File: config.mk
export PLATFORM = sky130hd
export DESIGN_NAME = serreg_access
export DESIGN_NICKNAME = d
export VERILOG_FILES = /design/src/rtl/serreg_pkg.sv /design/src/rtl/serreg_sync.sv /design/src/rtl/serreg_bank.sv /design/src/rtl/serreg_seq.sv /design/src/rtl/serreg_access.sv
export SDC_FILE = /design/constraint.sdc
export NUM_CORES = 1
export LEC_CHECK = 0
export BUFFER_PORTS_ARGS = -buffer_cell sky130_fd_sc_hd__buf_2
export CAP_MARGIN = 20
export CORE_UTILIZATION = 65
export CTS_BUF_LIST = sky130_fd_sc_hd__clkbuf_16
export CTS_CLUSTER_DIAMETER = 40
export DETAILED_ROUTE_END_ITERATION = 12
export PLACE_DENSITY = 0.79
export SETUP_SLACK_MARGIN = 0.15
export SYNTH_ARGS = -nofsm -noshare
export SYNTH_HDL_FRONTEND = slang
export SYNTH_SLANG_ARGS = --single-unit
File: constraint.sdc
create_clock -name clk -period 6.6 [get_ports clk]
set_input_delay 1.32 -clock clk [delete_from_list [all_inputs] [get_ports clk]]
set_output_delay 1.32 -clock clk [all_outputs]
set_load 0.02 [all_outputs]
File: src/rtl/serreg_pkg.sv
package serreg_pkg;
  typedef enum logic [2:0] {
    ST_IDLE,
    ST_CMD,
    ST_LD0,
    ST_LD1,
    ST_RD,
    ST_WR
  } seq_st_t;
endpackage

File: src/rtl/serreg_sync.sv
module serreg_sync #(
  parameter int W      = 3,
  parameter int STAGES = 2,
  parameter logic [W-1:0] RST_VAL = '0
) (
  input  logic         clk,
  input  logic         rst,
  input  logic [W-1:0] d_i,
  output logic [W-1:0] q_o
);
  logic [W-1:0] stg [STAGES];

  always_ff @(posedge clk) begin
    if (rst) stg[0] <= RST_VAL;
    else     stg[0] <= d_i;
  end

  generate
    for (genvar g = 1; g < STAGES; g++) begin : g_stage
      always_ff @(posedge clk) begin
        if (rst) stg[g] <= RST_VAL;
        else     stg[g] <= stg[g-1];
      end
    end
  endgenerate

  assign q_o = stg[STAGES-1];
endmodule

File: src/rtl/serreg_bank.sv
module serreg_bank #(
  parameter int ADDR_W = 5,
  parameter int DATA_W = 24
) (
  input  logic              clk,
  input  logic              upd_we_i,
  input  logic [ADDR_W-1:0] upd_addr_i,
  input  logic [DATA_W-1:0] upd_data_i,
  input  logic              cm_we_i,
  input  logic [ADDR_W-1:0] cm_addr_i,
  input  logic [DATA_W-1:0] cm_data_i,
  input  logic [ADDR_W-1:0] sp_addr_i,
  output logic [DATA_W-1:0] sp_data_o,
  input  logic [ADDR_W-1:0] lk_addr_i,
  output logic [DATA_W-1:0] lk_data_o
);
  localparam int NREG = 1 << ADDR_W;

  logic [DATA_W-1:0] mem [NREG];
  logic              we;
  logic [ADDR_W-1:0] waddr;
  logic [DATA_W-1:0] wdata;

  // internal update owns the single write port when both want it
  always_comb begin
    we    = upd_we_i | cm_we_i;
    waddr = upd_we_i ? upd_addr_i : cm_addr_i;
    wdata = upd_we_i ? upd_data_i : cm_data_i;
  end

  always_ff @(posedge clk) begin
    if (we) mem[waddr] <= wdata;
    sp_data_o <= mem[sp_addr_i];
    lk_data_o <= mem[lk_addr_i];
  end
endmodule

File: src/rtl/serreg_seq.sv
module serreg_seq
  import serreg_pkg::*;
#(
  parameter int ADDR_W = 5,
  parameter int DATA_W = 24,
  parameter logic [(1<<ADDR_W)-1:0] RO_MASK = '0
) (
  input  logic              clk,
  input  logic              rst,
  input  logic              sclk_s,
  input  logic              desel_s,
  input  logic              mosi_s,
  input  logic              hold_i,
  output logic [ADDR_W-1:0] rd_addr_o,
  input  logic [DATA_W-1:0] rd_data_i,
  output logic              miso_o,
  output logic              cm_we_o,
  output logic [ADDR_W-1:0] cm_addr_o,
  output logic [DATA_W-1:0] cm_data_o
);
  localparam int CMD_W = ADDR_W + 3;
  localparam int CNT_W = $clog2(DATA_W + 1);
  localparam logic [CNT_W-1:0] CMD_LAST = CNT_W'(CMD_W - 1);
  localparam logic [CNT_W-1:0] DAT_LAST = CNT_W'(DATA_W - 1);

  seq_st_t           st;
  logic              sclk_q;
  logic              rise, fall;
  logic [CNT_W-1:0]  cnt;
  logic [CMD_W-2:0]  cmd_sr;
  logic [CMD_W-1:0]  cmd_nxt;
  logic [DATA_W-2:0] wr_buf;
  logic [DATA_W-1:0] wr_nxt;
  logic [DATA_W-1:0] rd_buf;
  logic [ADDR_W-1:0] addr_q;
  logic              commit_q;

  assign rise    = sclk_s & ~sclk_q;
  assign fall    = ~sclk_s & sclk_q;
  assign cmd_nxt = {cmd_sr, mosi_s};
  assign wr_nxt  = {wr_buf, mosi_s};

  always_ff @(posedge clk) begin
    if (rst) begin
      st        <= ST_IDLE;
      sclk_q    <= 1'b0;
      cnt       <= '0;
      cmd_sr    <= '0;
      wr_buf    <= '0;
      rd_buf    <= '0;
      addr_q    <= '0;
      commit_q  <= 1'b0;
      cm_addr_o <= '0;
      cm_data_o <= '0;
    end else begin
      sclk_q <= sclk_s;
      if (commit_q && !hold_i) commit_q <= 1'b0;
      if (desel_s) begin
        st     <= ST_IDLE;
        cnt    <= '0;
        rd_buf <= '0;
        wr_buf <= '0;
      end else begin
        unique case (st)
          ST_IDLE: begin
            st  <= ST_CMD;
            cnt <= '0;
          end
          ST_CMD: if (rise) begin
            cmd_sr <= cmd_nxt[CMD_W-2:0];
            if (cnt == CMD_LAST) begin
              cnt <= '0;
              if (!cmd_nxt[CMD_W-1] && !cmd_nxt[0]) begin
                addr_q <= cmd_nxt[ADDR_W:1];
                st     <= cmd_nxt[CMD_W-2] ? ST_WR : ST_LD0;
              end
            end else begin
              cnt <= cnt + 1'b1;
            end
          end
          ST_LD0: st <= ST_LD1;
          ST_LD1: begin
            rd_buf <= rd_data_i;
            cnt    <= '0;
            st     <= ST_RD;
          end
          ST_RD: begin
            if (rise) begin
              if (cnt == DAT_LAST) begin
                cnt    <= '0;
                rd_buf <= '0;
                st     <= ST_CMD;
              end else begin
                cnt <= cnt + 1'b1;
              end
            end else if (fall && cnt != '0) begin
              rd_buf <= {rd_buf[DATA_W-2:0], 1'b0};
            end
          end
          ST_WR: if (rise) begin
            wr_buf <= wr_nxt[DATA_W-2:0];
            if (cnt == DAT_LAST) begin
              cnt <= '0;
              st  <= ST_CMD;
              if (!RO_MASK[addr_q]) begin
                commit_q  <= 1'b1;
                cm_addr_o <= addr_q;
                cm_data_o <= wr_nxt;
              end
            end else begin
              cnt <= cnt + 1'b1;
            end
          end
          default: st <= ST_IDLE;
        endcase
      end
    end
  end

  assign rd_addr_o = addr_q;
  assign miso_o    = rd_buf[DATA_W-1];
  assign cm_we_o   = commit_q;

  AST_ABORT_RESETS: assert property (@(posedge clk) disable iff (rst)
    desel_s |=> (st == ST_IDLE && cnt == '0 && rd_buf == '0));
  AST_COMMIT_AFTER_LAST: assert property (@(posedge clk) disable iff (rst)
    $rose(commit_q) |-> ($past(st) == ST_WR && $past(cnt) == DAT_LAST));
  AST_RO_NO_COMMIT: assert property (@(posedge clk) disable iff (rst)
    commit_q |-> !RO_MASK[cm_addr_o]);
  AST_MISO_QUIET: assert property (@(posedge clk) disable iff (rst)
    (st == ST_IDLE || st == ST_CMD) |-> !miso_o);
  AST_SNAPSHOT_STABLE: assert property (@(posedge clk) disable iff (rst)
    (st == ST_RD && !rise && !fall && !desel_s) |=> $stable(rd_buf));
  AST_COMMIT_WAITS: assert property (@(posedge clk) disable iff (rst)
    (commit_q && hold_i) |=> commit_q);
endmodule

File: src/rtl/serreg_access.sv
module serreg_access #(
  parameter int ADDR_W      = 5,
  parameter int DATA_W      = 24,
  parameter int SYNC_STAGES = 2,
  parameter logic [(1<<ADDR_W)-1:0] RO_MASK = 32'hFF00_0000
) (
  input  logic              clk,
  input  logic              rst,
  input  logic              sclk_i,
  input  logic              cs_n_i,
  input  logic              mosi_i,
  output logic              miso_o,
  input  logic              upd_we_i,
  input  logic [ADDR_W-1:0] upd_addr_i,
  input  logic [DATA_W-1:0] upd_data_i,
  input  logic [ADDR_W-1:0] look_addr_i,
  output logic [DATA_W-1:0] look_data_o
);
  logic [2:0]        pins_s;
  logic              cm_we;
  logic [ADDR_W-1:0] cm_addr;
  logic [DATA_W-1:0] cm_data;
  logic [ADDR_W-1:0] sp_addr;
  logic [DATA_W-1:0] sp_data;

  serreg_sync #(.W(3), .STAGES(SYNC_STAGES), .RST_VAL(3'b010)) u_sync (
    .clk (clk),
    .rst (rst),
    .d_i ({sclk_i, cs_n_i, mosi_i}),
    .q_o (pins_s)
  );

  serreg_seq #(.ADDR_W(ADDR_W), .DATA_W(DATA_W), .RO_MASK(RO_MASK)) u_seq (
    .clk       (clk),
    .rst       (rst),
    .sclk_s    (pins_s[2]),
    .desel_s   (pins_s[1]),
    .mosi_s    (pins_s[0]),
    .hold_i    (upd_we_i),
    .rd_addr_o (sp_addr),
    .rd_data_i (sp_data),
    .miso_o    (miso_o),
    .cm_we_o   (cm_we),
    .cm_addr_o (cm_addr),
    .cm_data_o (cm_data)
  );

  serreg_bank #(.ADDR_W(ADDR_W), .DATA_W(DATA_W)) u_bank (
    .clk        (clk),
    .upd_we_i   (upd_we_i),
    .upd_addr_i (upd_addr_i),
    .upd_data_i (upd_data_i),
    .cm_we_i    (cm_we),
    .cm_addr_i  (cm_addr),
    .cm_data_i  (cm_data),
    .sp_addr_i  (sp_addr),
    .sp_data_o  (sp_data),
    .lk_addr_i  (look_addr_i),
    .lk_data_o  (look_data_o)
  );
endmodule

==> summary.txt <==
Layout
  • Final nets: 2972
  • Diodes inserted: 0
  • Share of cells above drive strength 1: between 10% and 20%
  • Layout area overhead: 13.06%
  • Number of fill cells in the layout: 3967

Place
  • GPL Wtd Cong: 0.9815
  • Post-detail-place hpwl: 81.21 mm
  • Port bufs: 64

Route
  • DR WL/cell: 30.94 um
  • Via count: between 20k and 30k
  • Metal3 WL: 15.29 mm
  • DRC Markers: 0
  • Routed wire length: 119.9 mm
  • Iteration-0 DRC Markers: slightly below 4k
  • Vias per cell: 7.013
  • Metal2 WL: 52.33 mm
  • Iteration count of the initial detailed-routing pass: 6
  • Metal1 wirelength: between 40 and 50 mm
  • Antenna-violating nets left: 0
  • Highest routing layer actually used: met4

Clock tree
  • Skew-Pair Late Insertion Delay: 0.67 ns
  • Root buffer cell: clkbuf_16
  • H-tree levels: 3
  • CTS Hold Bufs: 0
  • Clock Tree Buf Depth: 3
  • Reg clk slew, reported paths: 0.05 ns
  • CTS tree: built
  • CTS resizes: 0
  • CTS Buf Count: 114
  • Postcts setup bufs: 0
  • Clock Sinks: 921

Critical path
  • CP required: 6.88 ns
  • R2r startpoint: u_seq.rd_addr_o[2]
  • R2R depth: 5
  • Critical Path Sink Type: flop
  • Setup CP Type: in2reg
  • Worst R2R End: u_bank.sp_data_o[20]
  • CP startpoint kind: input port
  • Max FO, Critical Path: 38
  • Worst path arrival time: between 3 and 4 ns
  • Reg2Reg Setup Slack: 3.29 ns

Global routing
  • GR Overflow Total: 0
  • Initial antenna violation count: 2
  • Largest net degree at the start of global routing: between 100 and 150
  • Vias in the first global route: 25.78k
  • First-pass GRT wire length: 172.4 mm
  • Total track usage: 37.03%

STA
  • Clk_skew: 0.02452 ns
  • Final Hold Fails: 0
  • Worst-margin pin slew: approximately 1.1 ns
  • Period minus WS final: 3.485 ns
  • Fmax: roughly 0.29 GHz
  • Slew HR: between 20% and 30%
  • Endpoints failing setup: 0
  • Final Slew Violations: 0
  • RSZ-0062 raised after global routing: no
  • Crit share post-route: 52.81%
  • Final setup TNS: 0 ns

Yosys
  • Cell count after synthesis: 2913
  • Warnings from Yosys: 0
  • Mean post-synth cell area: roughly 14 sq um
  • Syn Nets: between 2k and 3k
  • Cell accounting for the most synthesized area: edfxtp_1
  • Dominant cells by area after synthesis: edfxtp_1 (56%), mux2i_1 (19%), dfxtp_1 (7.4%), a22oi_1 (7.0%), buf_2 (1.6%)
  • Top-count cell post-synth: mux2i_1
  • Yosys cell types: 55
  • Synth top area share: 55.68%
  • Post-synthesis sequential area ratio: between 60% and 70%
  • #FFs+latches synth: 921
  • Async SR Flop Fraction: 0%
  • Number of synthesized flops with an enable pin: roughly 770
  • Synthesized cell area: 41420 sq um
  • Commonest cells post-synth: mux2i_1 (782), edfxtp_1 (768), a22oi_1 (385)
  • Ys flop type: edfxtp_1

Min path
  • Hold path cells: 1
  • Hold_sp: u_sync.stg[0][1]
  • Hold Crit Class: reg2reg
  • WHS Endpoint: u_sync.stg[1][1]

Floorplan
  • Core region area: between 60000 and 70000 sq um
  • Starting Density: between 60% and 70%
  • Die height: 254.4 um
  • IO Count: 65
  • Num rows: 92
  • Die W: 254.4 um
  • Area of the die: about 65000 sq um

Run status
  • Status: complete, no violations

Power
  • Total power: 13.50 mW
  • Leak: between 15 and 20 nW
  • VDD IR max: 0.2563 mV
  • Pwr Density: 288.4 nW/um^2

Flow run
  • Maxcap violations: 0
==> cells in the final DEF, fill, tap and decap left out, drive strengths merged, types with 25 or more instances in the layout <==
| cell | Yosys | final |
|---|---|---|
| clkinv | 0 | 37 |
| mux2i | 782 | 782 |
| nand2 | 144 | 144 |
| dfxtp | 153 | 153 |
| mux2 | 25 | 25 |
| a21oi | 55 | 55 |
| buf | 138 | 120 |
| o21ai | 27 | 27 |
| inv | 29 | 63 |
| nand4 | 97 | 97 |
| clkbuf | 81 | 119 |
| nor2 | 100 | 100 |
| a22oi | 385 | 385 |
| edfxtp | 768 | 768 |
==> worst max-delay path by stage <==
stage	slack [ns]	cells after the start	from	end
3_3_place_gp	2.66	4	upd_we_i	u_bank.mem[18][21]
5_1_grt	3.02	4	upd_we_i	u_bank.mem[19][7]
3_5_place_dp	2.58	4	upd_we_i	u_bank.mem[19][18]
2_1_floorplan	2.82	6	upd_we_i	u_bank.mem[9][0]
6_report	3.11	4	upd_we_i	u_bank.mem[19][22]
4_1_cts	3.25	4	upd_we_i	u_bank.mem[19][22]
==> stage by stage <==
step	hold WS [ns]	area (sq um)	std cells	util (%)	worst slack, ns
2_1_floorplan	0.3895	41420	2913	-	2.821
6_report	0.4148	46830	3875	74.38	3.115
5_1_grt	0.4330	46830	3875	74.38	3.025
3_3_place_gp	0.3976	42750	3658	67.90	2.662
3_5_place_dp	0.4001	42750	3658	67.90	2.578
4_1_cts	0.4143	46790	3873	74.31	3.254
==> registers in the layout (all words and copies together) (netlist names), 6 cells and up, named ones only <==
name and cells:
u_bank.mem 768, u_seq.rd_buf 24, u_seq.cmd_sr 7, u_sync.stg 6
u_seq.cm_data_o 24, u_bank.lk_data_o 24, u_bank.sp_data_o 24, u_seq.wr_buf 23
==> logic make-up after synthesis <==
| logic type | share of synthesized area (%) |
|---|---|
| AOI/OAI and AO/OA | 9.077 |
| DFF | 63.07 |
| muxes | 19.58 |
| adders and majority gates | 0.06040 |
| and+or+nand+nor | 5.428 |
| xor gates and xnor gates | 0.06345 |
| buffers and inverters | 2.722 |
==> per-layer routing <==
layer  global-route usage (%)  vias to the layer above
li1                         -                    11574
met2                    53.65                     1760
met3                    9.869                      173
met4                    10.60                        0
met1                    55.08                    13670
met5                        0                        -
==> where the power goes <==
group          switching, mW  total (mW)  leakage [nW]  internal (mW)
Sequential            0.0357        6.39          8.28           6.36
Clock                   2.53        6.55          2.01           4.01
Combinational          0.400       0.565          5.05          0.165
Total                   2.97        13.5          15.3           10.5
==> cell type report <==
class | instances | area [sq um] | area share [%]
sequential | 921 | 26130 | 55.79
multi-input combinational | 1744 | 14650 | 31.27
clock buffer | 119 | 2978 | 6.359
clock inverter | 96 | 1059 | 2.260
tap | 846 | 1059 | 2.260
timing repair buffer | 120 | 853.3 | 1.822
inverter | 29 | 108.9 | 0.2324
==> worst max-delay path, stage by stage <==
cell,delay [ns]
buf_2,0.64
mux2i_1,0.44
nand2_1,0.48
nor2_4,0.84
Note: power is estimated with default switching activity, not from simulation.
